### config.mk
export PLATFORM = sky130hd
export DESIGN_NAME = xbar_match_sched
export DESIGN_NICKNAME = d
export VERILOG_FILES = /design/src/rtl/xbar_sched_pkg.sv /design/src/rtl/rr_pick.sv /design/src/rtl/grant_stage.sv /design/src/rtl/accept_stage.sv /design/src/rtl/xbar_match_sched.sv
export SDC_FILE = /design/constraint.sdc
export NUM_CORES = 1
export LEC_CHECK = 0
export ABC_CLOCK_PERIOD_IN_PS = 4050
export BUFFER_PORTS_ARGS = -buffer_cell sky130_fd_sc_hd__buf_2
export CORE_MARGIN = 8
export CORE_UTILIZATION = 40
export CTS_BUF_LIST = sky130_fd_sc_hd__clkbuf_2 sky130_fd_sc_hd__clkbuf_4 sky130_fd_sc_hd__clkbuf_8
export DETAILED_ROUTE_END_ITERATION = 16
export SLEW_MARGIN = 5
export SYNTH_ARGS = -nofsm -noshare
export SYNTH_HDL_FRONTEND = slang
export SYNTH_SLANG_ARGS = --single-unit
### constraint.sdc
create_clock -name clk -period 4.05 [get_ports clk]
set_clock_uncertainty 0.15 [all_clocks]
set_input_delay 0.81 -clock clk [delete_from_list [all_inputs] [get_ports clk]]
set_output_delay 0.81 -clock clk [all_outputs]
set_load 0.01 [all_outputs]
### src/rtl/xbar_sched_pkg.sv
package xbar_sched_pkg;
   // step a round-robin position one place, wrapping at n
   function automatic int ring_step(input int pos, input int n);
      return (pos + 1 >= n) ? 0 : pos + 1;
   endfunction
endpackage

### src/rtl/rr_pick.sv
module rr_pick #(
   parameter int N  = 4,
   parameter int IW = (N > 1) ? $clog2(N) : 1
) (
   input  logic [N-1:0]  cand,
   input  logic [IW-1:0] ptr,
   output logic          hit,
   output logic [IW-1:0] idx
);
   localparam bit POW2 = ((N & (N - 1)) == 0);

   generate
      if (N < 2) begin : g_bad_n
         $error("rr_pick needs N >= 2");
      end
      if (POW2) begin : g_wrap_mask
         // natural wrap of an IW-bit sum
         always_comb begin
            hit = 1'b0;
            idx = '0;
            for (int k = N - 1; k >= 0; k--) begin
               logic [IW-1:0] p;
               p = ptr + IW'(k);
               if (cand[p]) begin
                  hit = 1'b1;
                  idx = p;
               end
            end
         end
      end else begin : g_wrap_cmp
         // explicit wrap for ring sizes that are not powers of two
         always_comb begin
            hit = 1'b0;
            idx = '0;
            for (int k = N - 1; k >= 0; k--) begin
               int p;
               p = int'(ptr) + k;
               if (p >= N) p = p - N;
               if (cand[p]) begin
                  hit = 1'b1;
                  idx = IW'(p);
               end
            end
         end
      end
   endgenerate
endmodule

### src/rtl/grant_stage.sv
module grant_stage #(
   parameter int N  = 4,
   parameter int IW = $clog2(N)
) (
   input  logic [N*N-1:0]         req_q,
   input  logic [N-1:0]           in_free,
   input  logic [N-1:0]           out_free,
   input  logic [N-1:0][IW-1:0]   gptr,
   output logic [N-1:0]           g_hit,
   output logic [N-1:0][IW-1:0]   g_idx,
   output logic [N-1:0][N-1:0]    gnt
);
   generate
      for (genvar j = 0; j < N; j++) begin : g_out
         logic [N-1:0] col;
         logic         any;
         for (genvar i = 0; i < N; i++) begin : g_col
            assign col[i] = req_q[i*N+j] & in_free[i];
         end
         rr_pick #(.N(N), .IW(IW)) u_pick (
            .cand(col), .ptr(gptr[j]), .hit(any), .idx(g_idx[j])
         );
         assign g_hit[j] = any & out_free[j];
      end
      for (genvar i = 0; i < N; i++) begin : g_in
         for (genvar j = 0; j < N; j++) begin : g_bit
            assign gnt[i][j] = g_hit[j] && (g_idx[j] == IW'(i));
         end
      end
   endgenerate
endmodule

### src/rtl/accept_stage.sv
module accept_stage #(
   parameter int N  = 4,
   parameter int IW = $clog2(N)
) (
   input  logic [N-1:0][N-1:0]    gnt,
   input  logic [N-1:0]           in_free,
   input  logic [N-1:0][IW-1:0]   aptr,
   output logic [N-1:0]           a_hit,
   output logic [N-1:0][IW-1:0]   a_idx
);
   generate
      for (genvar i = 0; i < N; i++) begin : g_in
         logic [N-1:0] row;
         assign row = gnt[i] & {N{in_free[i]}};
         rr_pick #(.N(N), .IW(IW)) u_pick (
            .cand(row), .ptr(aptr[i]), .hit(a_hit[i]), .idx(a_idx[i])
         );
      end
   endgenerate
endmodule

### src/rtl/xbar_match_sched.sv
module xbar_match_sched #(
   parameter int N     = 4,
   parameter int ITERS = (N > 2) ? $clog2(N) : 1
) (
   input  logic                     clk,
   input  logic                     rst_n,
   input  logic                     start,
   input  logic [N*N-1:0]           req_mat,
   output logic                     done,
   output logic [N-1:0]             match_vld,
   output logic [N*$clog2(N)-1:0]   match_idx
);
   import xbar_sched_pkg::*;

   localparam int IW = $clog2(N);
   localparam int CW = (ITERS > 1) ? $clog2(ITERS) : 1;
   localparam logic [CW-1:0] LAST = CW'(ITERS - 1);

   generate
      if (N < 2) begin : g_chk_n
         $error("xbar_match_sched needs N >= 2");
      end
      if (ITERS < 1 || ITERS > N) begin : g_chk_it
         $error("ITERS must lie in 1..N");
      end
   endgenerate

   logic                   busy, done_q;
   logic [CW-1:0]          iter;
   logic [N*N-1:0]         req_q;
   logic [N-1:0]           in_used, out_used;
   logic [N-1:0][IW-1:0]   gptr, aptr, midx;
   logic [N-1:0]           g_hit, a_hit, g_acc;
   logic [N-1:0][IW-1:0]   g_idx, a_idx;
   logic [N-1:0][N-1:0]    gnt;
   logic                   first_rnd;

   assign first_rnd = busy && (iter == '0);

   grant_stage #(.N(N), .IW(IW)) u_grant (
      .req_q(req_q), .in_free(~in_used), .out_free(~out_used),
      .gptr(gptr), .g_hit(g_hit), .g_idx(g_idx), .gnt(gnt)
   );

   accept_stage #(.N(N), .IW(IW)) u_accept (
      .gnt(gnt), .in_free(~in_used), .aptr(aptr),
      .a_hit(a_hit), .a_idx(a_idx)
   );

   // whether output j's grant was taken by the input it picked
   always_comb begin
      for (int j = 0; j < N; j++) begin
         g_acc[j] = 1'b0;
         for (int i = 0; i < N; i++)
            if (a_hit[i] && a_idx[i] == IW'(j)) g_acc[j] = 1'b1;
      end
   end

   // slot sequencing
   always_ff @(posedge clk or negedge rst_n) begin
      if (!rst_n) begin
         busy   <= 1'b0;
         iter   <= '0;
         done_q <= 1'b0;
         req_q  <= '0;
      end else begin
         done_q <= 1'b0;
         if (!busy) begin
            if (start) begin
               busy  <= 1'b1;
               iter  <= '0;
               req_q <= req_mat;
            end
         end else if (iter == LAST) begin
            busy   <= 1'b0;
            done_q <= 1'b1;
         end else begin
            iter <= iter + 1'b1;
         end
      end
   end

   // match accumulation and pointer state
   always_ff @(posedge clk or negedge rst_n) begin
      if (!rst_n) begin
         in_used  <= '0;
         out_used <= '0;
         midx     <= '0;
         gptr     <= '0;
         aptr     <= '0;
      end else if (!busy) begin
         if (start) begin
            in_used  <= '0;
            out_used <= '0;
            midx     <= '0;
         end
      end else begin
         for (int i = 0; i < N; i++) begin
            if (a_hit[i]) begin
               in_used[i]         <= 1'b1;
               out_used[a_idx[i]] <= 1'b1;
               midx[i]            <= a_idx[i];
               if (first_rnd) begin
                  aptr[i]        <= IW'(ring_step(int'(a_idx[i]), N));
                  gptr[a_idx[i]] <= IW'(ring_step(i, N));
               end
            end
         end
      end
   end

   assign done      = done_q;
   assign match_vld = in_used;
   assign match_idx = midx;

   // ---------------- assertions ----------------
   assert_done_pulse_R9: assert property (@(posedge clk) disable iff (!rst_n)
      done |=> !done);

   assert_hold_result_R9: assert property (@(posedge clk) disable iff (!rst_n)
      (!busy && !start) |=> ($stable(match_vld) && $stable(match_idx)));

   assert_ptr_freeze_R6: assert property (@(posedge clk) disable iff (!rst_n)
      !first_rnd |=> ($stable(gptr) && $stable(aptr)));

   assert_zero_hold_R11: assert property (@(posedge clk) disable iff (!rst_n)
      (first_rnd && req_q == '0) |=> ($stable(gptr) && $stable(aptr) && match_vld == '0));

   generate
      for (genvar i = 0; i < N; i++) begin : g_chk_in
         assert_subset_R2: assert property (@(posedge clk) disable iff (!rst_n)
            (done && match_vld[i]) |-> req_q[i*N + int'(match_idx[i*IW +: IW])]);
         assert_acc_ptr_R4: assert property (@(posedge clk) disable iff (!rst_n)
            (first_rnd && a_hit[i]) |=>
               aptr[i] == IW'(ring_step(int'($past(a_idx[i])), N)));
         for (genvar k = i + 1; k < N; k++) begin : g_pair
            assert_one_to_one_R7: assert property (@(posedge clk) disable iff (!rst_n)
               !(match_vld[i] && match_vld[k] &&
                 match_idx[i*IW +: IW] == match_idx[k*IW +: IW]));
         end
      end
      for (genvar j = 0; j < N; j++) begin : g_chk_out
         assert_gptr_keep_R5: assert property (@(posedge clk) disable iff (!rst_n)
            (first_rnd && !g_acc[j]) |=> $stable(gptr[j]));
      end
   endgenerate
endmodule

==> results <==
- The flow ran to the end, and the final reports show no timing, DRC or antenna violations.
- The clock tree from TritonCTS is built.
- For this run, the slowest stage of the critical path takes 0.63 ns.
- The sort of element at the start of the critical path is a flip-flop.
- The number of warnings reported in the yosys synthesis log is 0.
- In the synthesized netlist the dominant register cell turns out to be dfrtp_1.
- The number of nets in the layout is 497.
- The first global-routing pass estimated 17200 um of wire.
- The final-report max-slew violation count came to 0.
- Clock tree synthesis selected as its root buffer the cell clkbuf_8.
- The port buffer count is 31.
- In the final layout, the share of cells above drive strength 1 is 0.205.
- The setup total negative slack is 0 ns.
- The number of antenna violations at the first check in global routing is 0.
- In this run the standard cell core region covers 9640 um2.
- The number of gates given a new drive strength after cts is 0.
- The number of instances in the synthesized netlist is 433.
- The worst setup path is of the reg -> reg kind.
- Ranked by total cell area, the synthesized netlist is headed by dfrtp_1 33%, nand2_1 6.9%, ha_1 5.1%.
- Derived from the worst setup path, the maximum achievable clock frequency is 266 MHz.
- The smallest clock period supported by the final layout is computed as 3.76 ns.
- The detailed router placed 3491 vias in this run.
- The total wire length is 10900 um.
- In this run, the number of DRC markers left after iteration 0 of detailed routing was 252.
- The final hold slack is 0.332 ns.
- Summed over all instances, the cell type with the most area after synthesis is dfrtp_1.
- The worst-path cell with the longest stage delay is or4b_1.
- The class of the most critical hold timing path is reg -> reg.
- The startpoint of the tightest hold check path is req_q[8]$_DFFE_PN0P_.
- The critical path goes through or4b_1 -> o31ai_1 -> o311ai_0 -> nor2_1 -> mux2i_1 -> o221ai_1 -> inv_1 -> ha_1 -> o41ai_1 -> o2111ai_1 -> a22o_1.
- Routability-driven placement finished with a final weighted congestion of 0.859.
- The critical path arrival is 3.82 ns.
- The commonest cells after synthesis are 72 x nand2_1, 51 x dfrtp_1, 23 x inv_1.
- The number of nets with antenna violations after detailed routing is 0.
- Clock tree synthesis inserted a total of 5 buffers.
- The CTS clock-pin slew for the worst setup and hold paths is 0.10 ns.
- The number of failing hold endpoints at the final stage is 0.
- The number of buffers and inverters on the critical path is 1.
- The critical path startpoint is match_vld[0]$_DFFE_PN0P_.
- The critical path capture point type is a flip-flop.
- Once placement completed, the tool counted placed cells totaling 588.
- Clock latency on the worst-skew pair, taken at its later pin, is 0.31 ns.
- Across the run, the number of max-cap violations was 0.
- The first TritonRoute pass finished after 5 iterations.
- Synthesis produced a netlist with a net count of 468.
- In this run the count of I/O pins placed on the die edge is 32.
- At the pin with the least slew margin, the transition time is 0.794 ns.
- After global routing the overflow that remains totals 0.
- The initial core utilization is 0.406.
- The TritonCTS sink count is 51.
- The clock tree synthesis step divided the H-tree into 2 levels.
- The count of unique library cells instantiated by Yosys is 93.
- The repair_antennas step left the layout with diodes totalling 0.
- In this run the core area contains 36 standard-cell rows.
- On the critical path the largest part of the delay comes from compound AO/OA/AOI/OAI gates.
- In this run, synthesis inferred 0 flip-flops with an integrated enable.
- In this run the worst path has a maximum fanout of 12.
- After synthesis the cells add up to 3910 um2.
- The number of buffers on the longest clock path is 2.
- Setup repair after global routing left no endpoint under its margin.
- The die covers 13200 um2.
- From bottom edge to top edge, the die measures 115 um.
- The headroom to the max-slew limit is 0.464.
- For this design, the CTS-stage hold fixing added 0 buffers.
- After legalization and detailed placement, the total HPWL measured 8410 um.
- The post-synthesis to final-layout area growth is 9.89%.
- A synthesized cell averages 9.03 um2.
- Setup violations remaining at the end of the flow were counted as 0.
- In the global route stage, overall resource usage came out at 0.165.
- The via density per instance is 5.86.
- Of the synthesized area, sequential elements account for 0.327.
- The cell with the most instances after synthesis is nand2_1.
- The share of flip-flops with an asynchronous set or reset is 1.00.
- The startpoint identified for the worst register-to-register timing path is match_vld[0]$_DFFE_PN0P_.
- Entering global routing, the biggest net connects 31 pins.
- The mean routed wirelength per cell is 18.3 um.
- The fraction of the cycle the final worst path needs is 0.929.
- The number of register bits inferred by synthesis is 51.
- The data required time at the worst endpoint is 4.11 ns.
- The final cell count without fillers is 596.
- For this run, design rule violations remaining after detail routing come to 0.
- The number of global-route vias before repair is 3335.
- The area fraction of the dominant cell type after synthesis is 0.327.
- The floorplan step set the die width to 115 um.
- The number of setup buffers added after CTS is 0.
-- area by class of cell --
type / count / area [um2]
tap: 133 / 166
clock buffer: 8 / 104
multi-input combinational: 340 / 2430
timing repair buffer: 41 / 230
sequential: 51 / 1280
inverter: 23 / 86.3
fill: 964 / 5340
-- path summary, 6_finish.rpt --
kind,endpoint,cells past startpoint,slack (ns)
max,out_used[1]$_DFFE_PN0P_,11,0.29
min,req_q[8]$_DFFE_PN0P_,2,0.33
max reg2reg,out_used[1]$_DFFE_PN0P_,11,0.29
min reg2reg,req_q[8]$_DFFE_PN0P_,2,0.33
max in group asynchronous,aptr[6]$_DFFE_PN0P_,2,2.56
min in group asynchronous,done$_DFF_PN0_,1,0.39
-- layout by cell type (no fill, tap or decap), types with 7 or more instances in the layout --
| cell | instances |
|---|---|
| ha_1 | 16 |
| nand3_1 | 10 |
| buf_2 | 31 |
| o21ai_0 | 16 |
| nand2_1 | 72 |
| nor2_1 | 17 |
| inv_1 | 23 |
| clkbuf_8 | 7 |
| buf_4 | 10 |
| nand2b_1 | 11 |
| dfrtp_1 | 51 |
| a21oi_1 | 16 |
| nor3_1 | 10 |
| o41ai_1 | 11 |
-- cell families after synthesis --
group,Yosys count,synth area share
fa+ha+maj,16,0.0512
buf+inv,42,0.0512
simple gates,189,0.286
mux,12,0.0355
flops,51,0.327
compound gates,123,0.250
-- tightest hold or removal path, delay by kind of cell (launching register included) --
family / cells / cell delay (ns)
and+or+nand+nor: 2 / 0.11
DFF: 1 / 0.35
-- layer usage --
metal	GRT usage	share of wire	up-vias
met5	0	0	-
met4	0.0473	0.018	0
met3	0.0247	0.036	17
met2	0.279	0.49	84
met1	0.212	0.46	1715
li1	-	-	1675
-- sequential cells by signal, indices dropped and copies added, names as in the netlist --
register,count
busy,1
aptr,8
done,1
gptr,8
match_idx,8
out_used,4
req_q,16
iter,1
match_vld,4
-- stage by stage --
stage	cell area, um2	util	setup WS, ns
after floorplan	3910	-	0.894
after global placement	4190	0.435	0.458
after detailed placement	4190	0.435	0.347
after CTS	4300	0.446	0.357
after global routing	4300	0.446	0.0612
final	4300	0.446	0.288
Power is left out: the tool's default activity adds up to more than one toggle a clock period on the data nets, which glitch-free logic cannot reach.
